## config.mk

```make
export PLATFORM = sky130hd
export DESIGN_NAME = ddr2_cmd_decode
export DESIGN_NICKNAME = d
export VERILOG_FILES = /design/src/rtl/ddr2_cmd_decode.sv
export SDC_FILE = /design/constraint.sdc
export NUM_CORES = 1
export LEC_CHECK = 0
export ABC_AREA = 1
export CORE_AREA = 3 3 57 59
export CTS_BUF_LIST = sky130_fd_sc_hd__clkbuf_8
export DETAILED_ROUTE_END_ITERATION = 12
export DIE_AREA = 0 0 60 62
export PLACE_DENSITY = 0.76
export SLEW_MARGIN = 20
export SYNTH_ARGS = -nofsm -noshare
export SYNTH_HDL_FRONTEND = slang
export SYNTH_SLANG_ARGS = --single-unit
```

## constraint.sdc

```tcl
create_clock -name clk -period 0.8 [get_ports clk]
set_input_delay 0.08 -clock clk [delete_from_list [all_inputs] [get_ports clk]]
set_output_delay 0.08 -clock clk [all_outputs]
set_load 0.1 [all_outputs]
```

## src/rtl/ddr2_cmd_decode.sv

```systemverilog
module ddr2_cmd_decode #(
  parameter int ADDR_W = 13,
  parameter int BANK_W = 2,
  parameter int AP_BIT = 10
) (
  input  logic              clk,
  input  logic              rst_n,
  input  logic              cs_n,
  input  logic              ras_n,
  input  logic              cas_n,
  input  logic              we_n,
  input  logic [BANK_W-1:0] ba,
  input  logic [ADDR_W-1:0] addr,
  output logic              cmd_valid,
  output logic [2:0]        cmd_kind,
  output logic [BANK_W-1:0] cmd_bank,
  output logic [ADDR_W-1:0] cmd_addr,
  output logic              cmd_autopre,
  output logic              cmd_pre_all,
  output logic [(1<<BANK_W)-1:0] bank_open,
  output logic              proto_err
);
  localparam int NBANK = 1 << BANK_W;
  localparam logic [2:0] K_NONE = 3'd0, K_ACT = 3'd1, K_RD = 3'd2, K_WR = 3'd3,
                         K_PRE = 3'd4, K_REF = 3'd5, K_MRS = 3'd6;
  localparam logic [ADDR_W-1:0] AP_MASK = ADDR_W'(1) << AP_BIT;

  logic [2:0]        kind_d;
  logic              a10, rdwr;
  logic [NBANK-1:0]  open_d;
  logic [ADDR_W-1:0] addr_d;
  logic [BANK_W-1:0] bank_d;

  assign a10  = addr[AP_BIT];
  assign rdwr = (kind_d == K_RD) || (kind_d == K_WR);

  always_comb begin
    kind_d = K_NONE;
    if (!cs_n) begin
      case ({ras_n, cas_n, we_n})
        3'b011:  kind_d = K_ACT;
        3'b101:  kind_d = K_RD;
        3'b100:  kind_d = K_WR;
        3'b010:  kind_d = K_PRE;
        3'b001:  kind_d = K_REF;
        3'b000:  kind_d = K_MRS;
        default: kind_d = K_NONE;
      endcase
    end
  end

  always_comb begin
    open_d = bank_open;
    case (kind_d)
      K_ACT:      open_d[ba] = 1'b1;
      K_RD, K_WR: if (a10) open_d[ba] = 1'b0;
      K_PRE:      if (a10) open_d = '0; else open_d[ba] = 1'b0;
      default:    ;
    endcase
  end

  always_comb begin
    case (kind_d)
      K_ACT, K_MRS: addr_d = addr;
      K_RD, K_WR:   addr_d = addr & ~AP_MASK;
      default:      addr_d = '0;
    endcase
  end

  assign bank_d = (kind_d == K_NONE || kind_d == K_REF) ? '0 : ba;

  always_ff @(posedge clk or negedge rst_n) begin
    if (!rst_n) begin
      cmd_valid   <= 1'b0;
      cmd_kind    <= K_NONE;
      cmd_bank    <= '0;
      cmd_addr    <= '0;
      cmd_autopre <= 1'b0;
      cmd_pre_all <= 1'b0;
      bank_open   <= '0;
      proto_err   <= 1'b0;
    end else begin
      cmd_valid   <= kind_d != K_NONE;
      cmd_kind    <= kind_d;
      cmd_bank    <= bank_d;
      cmd_addr    <= addr_d;
      cmd_autopre <= rdwr && a10;
      cmd_pre_all <= (kind_d == K_PRE) && a10;
      bank_open   <= open_d;
      proto_err   <= rdwr && !bank_open[ba];
    end
  end
endmodule

```

# Yosys cells after proc, flatten, opt, wreduce, memory -nomap -nowiden
# Index checks and enable logic that the tools add are counted.
[totals] ff_bits=26 in_bits=21 out_inout_bits=26 wordCells=50
[classes] n_lt_le_gt_ge=2 n_eq_ne=12 muxes=11 bitwise=3 n_reduce_logical=14
[ops] op="13-bit case mux with 2 select lines" count=1
[ops] op="3-bit case mux with 6 select lines" count=1
[ops] op="3-bit equality test (second input constant)" count=5
[ops] op="3-bit by 2-bit equality test with 1-bit output (second input constant)" count=4
[ops] op="4-bit case mux with 3 select lines" count=1
[ops] op="4-bit 2-to-1 mux" count=2
[ops] op="3-bit by 1-bit equality test with 1-bit output (second input constant)" count=2
[ops] op="3-bit zero test" count=2
[ops] op="3-bit nonzero test" count=2
[ops] op="4-bit AND" count=1
[ops] op="1-bit logical AND" count=4
[ops] op="4-bit inverter" count=1
[ops] op="4-bit OR" count=1
[ops] op="2-bit OR reduction" count=2
[ops] op="2-bit by 3-bit less-than comparator with 1-bit output (second input constant)" count=1
[ops] op="3-bit 2-to-1 mux" count=1
[ops] op="1-bit binary-select mux with 2-bit select" count=1
[ops] op="1-bit demux with 2-bit select" count=1
[ops] op="2-bit by 1-bit >= comparator with 1-bit output (second input constant)" count=1
[ops] op="1-bit logical OR" count=2
[ops] op="1-bit 2-to-1 mux" count=2
[ops] op="2-bit 2-to-1 mux" count=1
[ops] op="2-bit inequality test (second input constant)" count=1
[ops] op="2-bit AND reduction" count=1
[ops] op="1-bit zero test" count=1

# Logic depth before layout (Yosys ltp)
[logic_depth] ltp_word=8 ltp_mapped=8 ltp_nobuf=7

# Worst setup path after synthesis
# Ideal clock, no wire load.
[synth_timing] path_type="reg2reg" from="reg bank_open[3]" to="reg proto_err" setup_time_ps=122 t_arrival_ps=1265 required_ps=678 setup_slack_ps=-588 stages_incl_launch_ff=4 n_path_buf=0 synth_period_minus_slack_ps=1388 path_cell_list="dfrtp_1 > inv_1 > o22ai_1 > nor3_1"
[synth_between] elab_chain_cells=4
[synth_rtl] element="start: declaration" line="20" source="output logic [(1<<BANK_W)-1:0] bank_open,"
[synth_rtl] element="start signal: assignment" line="89" source="bank_open <= open_d;"
[synth_rtl] element="1-bit binary-select mux with 2-bit select" line="90" source="proto_err <= rdwr && !bank_open[ba];"
[synth_rtl] element="1-bit 2-to-1 mux (implied by the code)" line="90"
[synth_rtl] element="1-bit zero test" line="90"
[synth_rtl] element="1-bit logical AND" line="90"
[synth_rtl] element="end signal: assignment" line="90"
[synth_rtl] element="end: declaration" line="21" source="output logic proto_err"
# No other way between the ends. The select of a mux whose other input is x is not followed.
# A chain may end at the register's enable or synchronous reset.

# Worst setup path after layout
[layout_timing] from="reg bank_open[2]" to="out bank_open[2]"
# No word-level cell between the ends.

==> impl_metrics.py <==
metrics = {
    "run_status": {
        "outcome": "finished, violations left",
        "violations": "setup timing",
    },
    "drt": {
        "drtIter0Drc": 18,
        "wl_per_cell_um": 14.7,
        "vias": 1018,
        "wl_met1_um": 1050,
        "drc": 0,
        "vias_per_cell": 4.92,
        "routed_wl_um": 3050,
        "first_pass_iters": 4,
        "wl_met3_um": 190,
        "postRouteAntennaNets": 0,
        "top_layer_used": "met4",
        "wl_met2_um": 1720,
    },
    "timing": {
        "timing.fmax_mhz": 966,
        "rsz0062_at_grt": "yes",
        "fin_skew_ps": 0.620,
        "slew_violations": 0,
        "worst_slack_ps": -235,
        "tightest_slew_ps": 209,
        "tns_ps": -4380,
        "hold_viol_final": 0,
        "relSlewSlack": 0.861,
        "final.period_utilization": 1.29,
        "holdWs_ps": 149,
        "finalCriticalPeriod_ps": 1030,
        "setup_viol": 29,
    },
    "critical_path": {
        "crit_slowest_cell": "dfrtp_4",
        "endpoint_kind": "output port",
        "cp-start-kind": "register",
        "cp_num_buf_inv": 1,
        "critical_path_required_ps": 720,
        "worst_ep_arrival_time_ps": 950,
        "crit_chain": "buf_12",
        "path_max_fanout": 2,
        "max_stage_delay_ps": 510,
        "critPathKind": "register to output port",
        "crit_family": "flip-flops",
    },
    "synth": {
        "yosys_register_bits": 26,
        "synth_top_area_cell": "dfrtp_1",
        "synth_nets": 133,
        "syn_area_mm2": 0.00109,
        "synth_top_area_share": 0.598,
        "synthDistinctLibCells": 22,
        "synth_warnings": 0,
        "avgSynthCellArea_um2": 9.72,
        "netlist_instances": 112,
        "synthTopCellsByArea": "dfrtp_1 (60%), nand2_1 (8.6%), inv_1 (6.6%), a21boi_1 (6.2%), nand3_1 (3.2%)",
        "yosysSeqAreaShare": 0.598,
    },
    "clock_tree": {
        "cts.clk_slew.worst_paths_ps": 90,
        "cts.path.max_buffers": 2,
        "cts_tree": "done",
        "cts-htree-levels": 1,
        "clkLatencyLatePin_ps": 270,
        "root_buffer": "clkbuf_8",
        "cts_made_buffers": 3,
        "clock-sinks": 26,
        "ctsHoldBuffers": 0,
    },
    "die": {
        "initial_utilization": 0.395,
        "core-area_mm2": 0.00276,
        "die_y_um": 62,
        "std_cell_rows": 19,
        "die_w_um": 60,
        "dieArea_mm2": 0.00372,
        "io_pins": 47,
    },
    "finish": {
        "layout-drive-gt1-share": 0.523,
        "nFillCells": 179,
        "fin_area_mm2": 0.00210,
        "final_cells": 207,
        "area_delta_synth_final_pct": 93.1,
        "diodes": 0,
        "fin_nets": 198,
    },
    "pwr": {
        "vdd_drop_max_v": 0.00213,
        "leakagePower_nw": 0.996,
        "p_total_mw": 4.22,
        "powerDensity_mw_per_mm2": 2010,
    },
    "min_path": {
        "hp-class": "input pin to register",
    },
    "global_route": {
        "grt_max_degree": 27,
        "grtUsageTotal": 0.182,
        "grt_pass1_wl_um": 4910,
        "antenna_found_initial": 0,
        "grt_pass1_vias": 1053,
        "grt_remaining_overflow": 0,
    },
    "placed_design": {
        "gp_congestion": 0.851,
        "dpl.hpwl_um": 2200,
        "port_buffers": 46,
        "dp_cells": 196,
        "postPlaceCellArea_mm2": 0.00195,
    },
    "run": {
        "cap_violations": 0,
    },
}
## through the flow
stage / worst slack, ps / util
final: -235 / 0.762
after CTS: -245 / 0.757
after floorplan: -176 / -
after global routing: -256 / 0.762
after detailed placement: -725 / 0.708
after global placement: -627 / 0.708
## cell families after synthesis
kind of cell | share of synthesized area
DFF | 0.598
and+or+nand+nor | 0.176
AOI/OAI and AO/OA | 0.136
buffers and inverters | 0.0908
## flip-flops by register name, summed over array words and instances, names as in the netlist
register     cells
cmd_kind         3
proto_err        1
cmd_addr        13
bank_open        4
cmd_pre_all      1
cmd_bank         2
cmd_autopre      1
cmd_valid        1
## cells in the final DEF (no fill, tap or decap), drive strengths merged
cell,synthesis,final
a21boi,12,12
a21oi,5,5
buf,3,45
clkbuf,0,4
clkdlybuf4s15,0,2
clkdlybuf4s50,0,13
dfrtp,26,26
dlygate4sd2,0,3
inv,20,20
nand2,27,27
nand3,8,8
nor2,4,4
nor3,2,2
o21ai,3,3
o21bai,1,1
o22ai,1,1
## repair_timing
| item | 4_1_cts | 5_1_grt |
|---|---|---|
| buffers inserted | 6 | 1 |
| endpoints found under the setup margin | 51 | 40 |
| cloned | 0 | 0 |
| pin swaps | 3 | 3 |
| resized for setup | 20 | 13 |
## routing by layer
| layer | track usage | up-vias |
|---|---|---|
| met2 | 0.347 | 45 |
| met3 | 0.0331 | 12 |
| met5 | 0 | - |
| met4 | 0.0728 | 0 |
| li1 | - | 477 |
| met1 | 0.197 | 484 |
## final cells by class
type | instances | area, µm² | area share
timing repair buffer | 63 | 856 | 0.407
multi-input combinational | 63 | 383 | 0.182
clock buffer | 4 | 55.1 | 0.0262
inverter | 20 | 77.6 | 0.0369
tap | 31 | 38.8 | 0.0185
sequential | 26 | 692 | 0.329
## path summary, 6_finish.rpt
check,from,end,depth (start not counted),slack (ps)
setup / recovery,bank_open[2],bank_open[2],1,-230
hold / removal,ras_n,cmd_valid,2,150
setup reg to reg,bank_open[3],proto_err,4,-190
hold reg to reg,bank_open[0],bank_open[0],4,640
max in group asynchronous,rst_n,bank_open[1],2,470
min in group asynchronous,rst_n,bank_open[0],2,160
## power breakdown
part | leakage, nW | switching [mW] | internal, mW | total [mW]
clock network | 0.0288 | 0.407 | 0.440 | 0.847
registers | 0.307 | 0.113 | 1.46 | 1.58
logic | 0.660 | 1.11 | 0.680 | 1.79
## Yosys cell counts
master / instances
inv_1: 19
nor2_2: 1
o21ai_0: 2
o21bai_1: 1
o21ai_2: 1
a21oi_1: 5
nand2_1: 25
nand3_1: 7
dfrtp_1: 26
buf_4: 1
a21boi_0: 3
nand3_2: 1
nor3_1: 2
nor2_1: 2
buf_2: 1
nor2_4: 1
a21boi_1: 9
buf_6: 1
nand2_4: 1
o22ai_1: 1
inv_2: 1
nand2_2: 1
(Power assumes the default switching activity.)
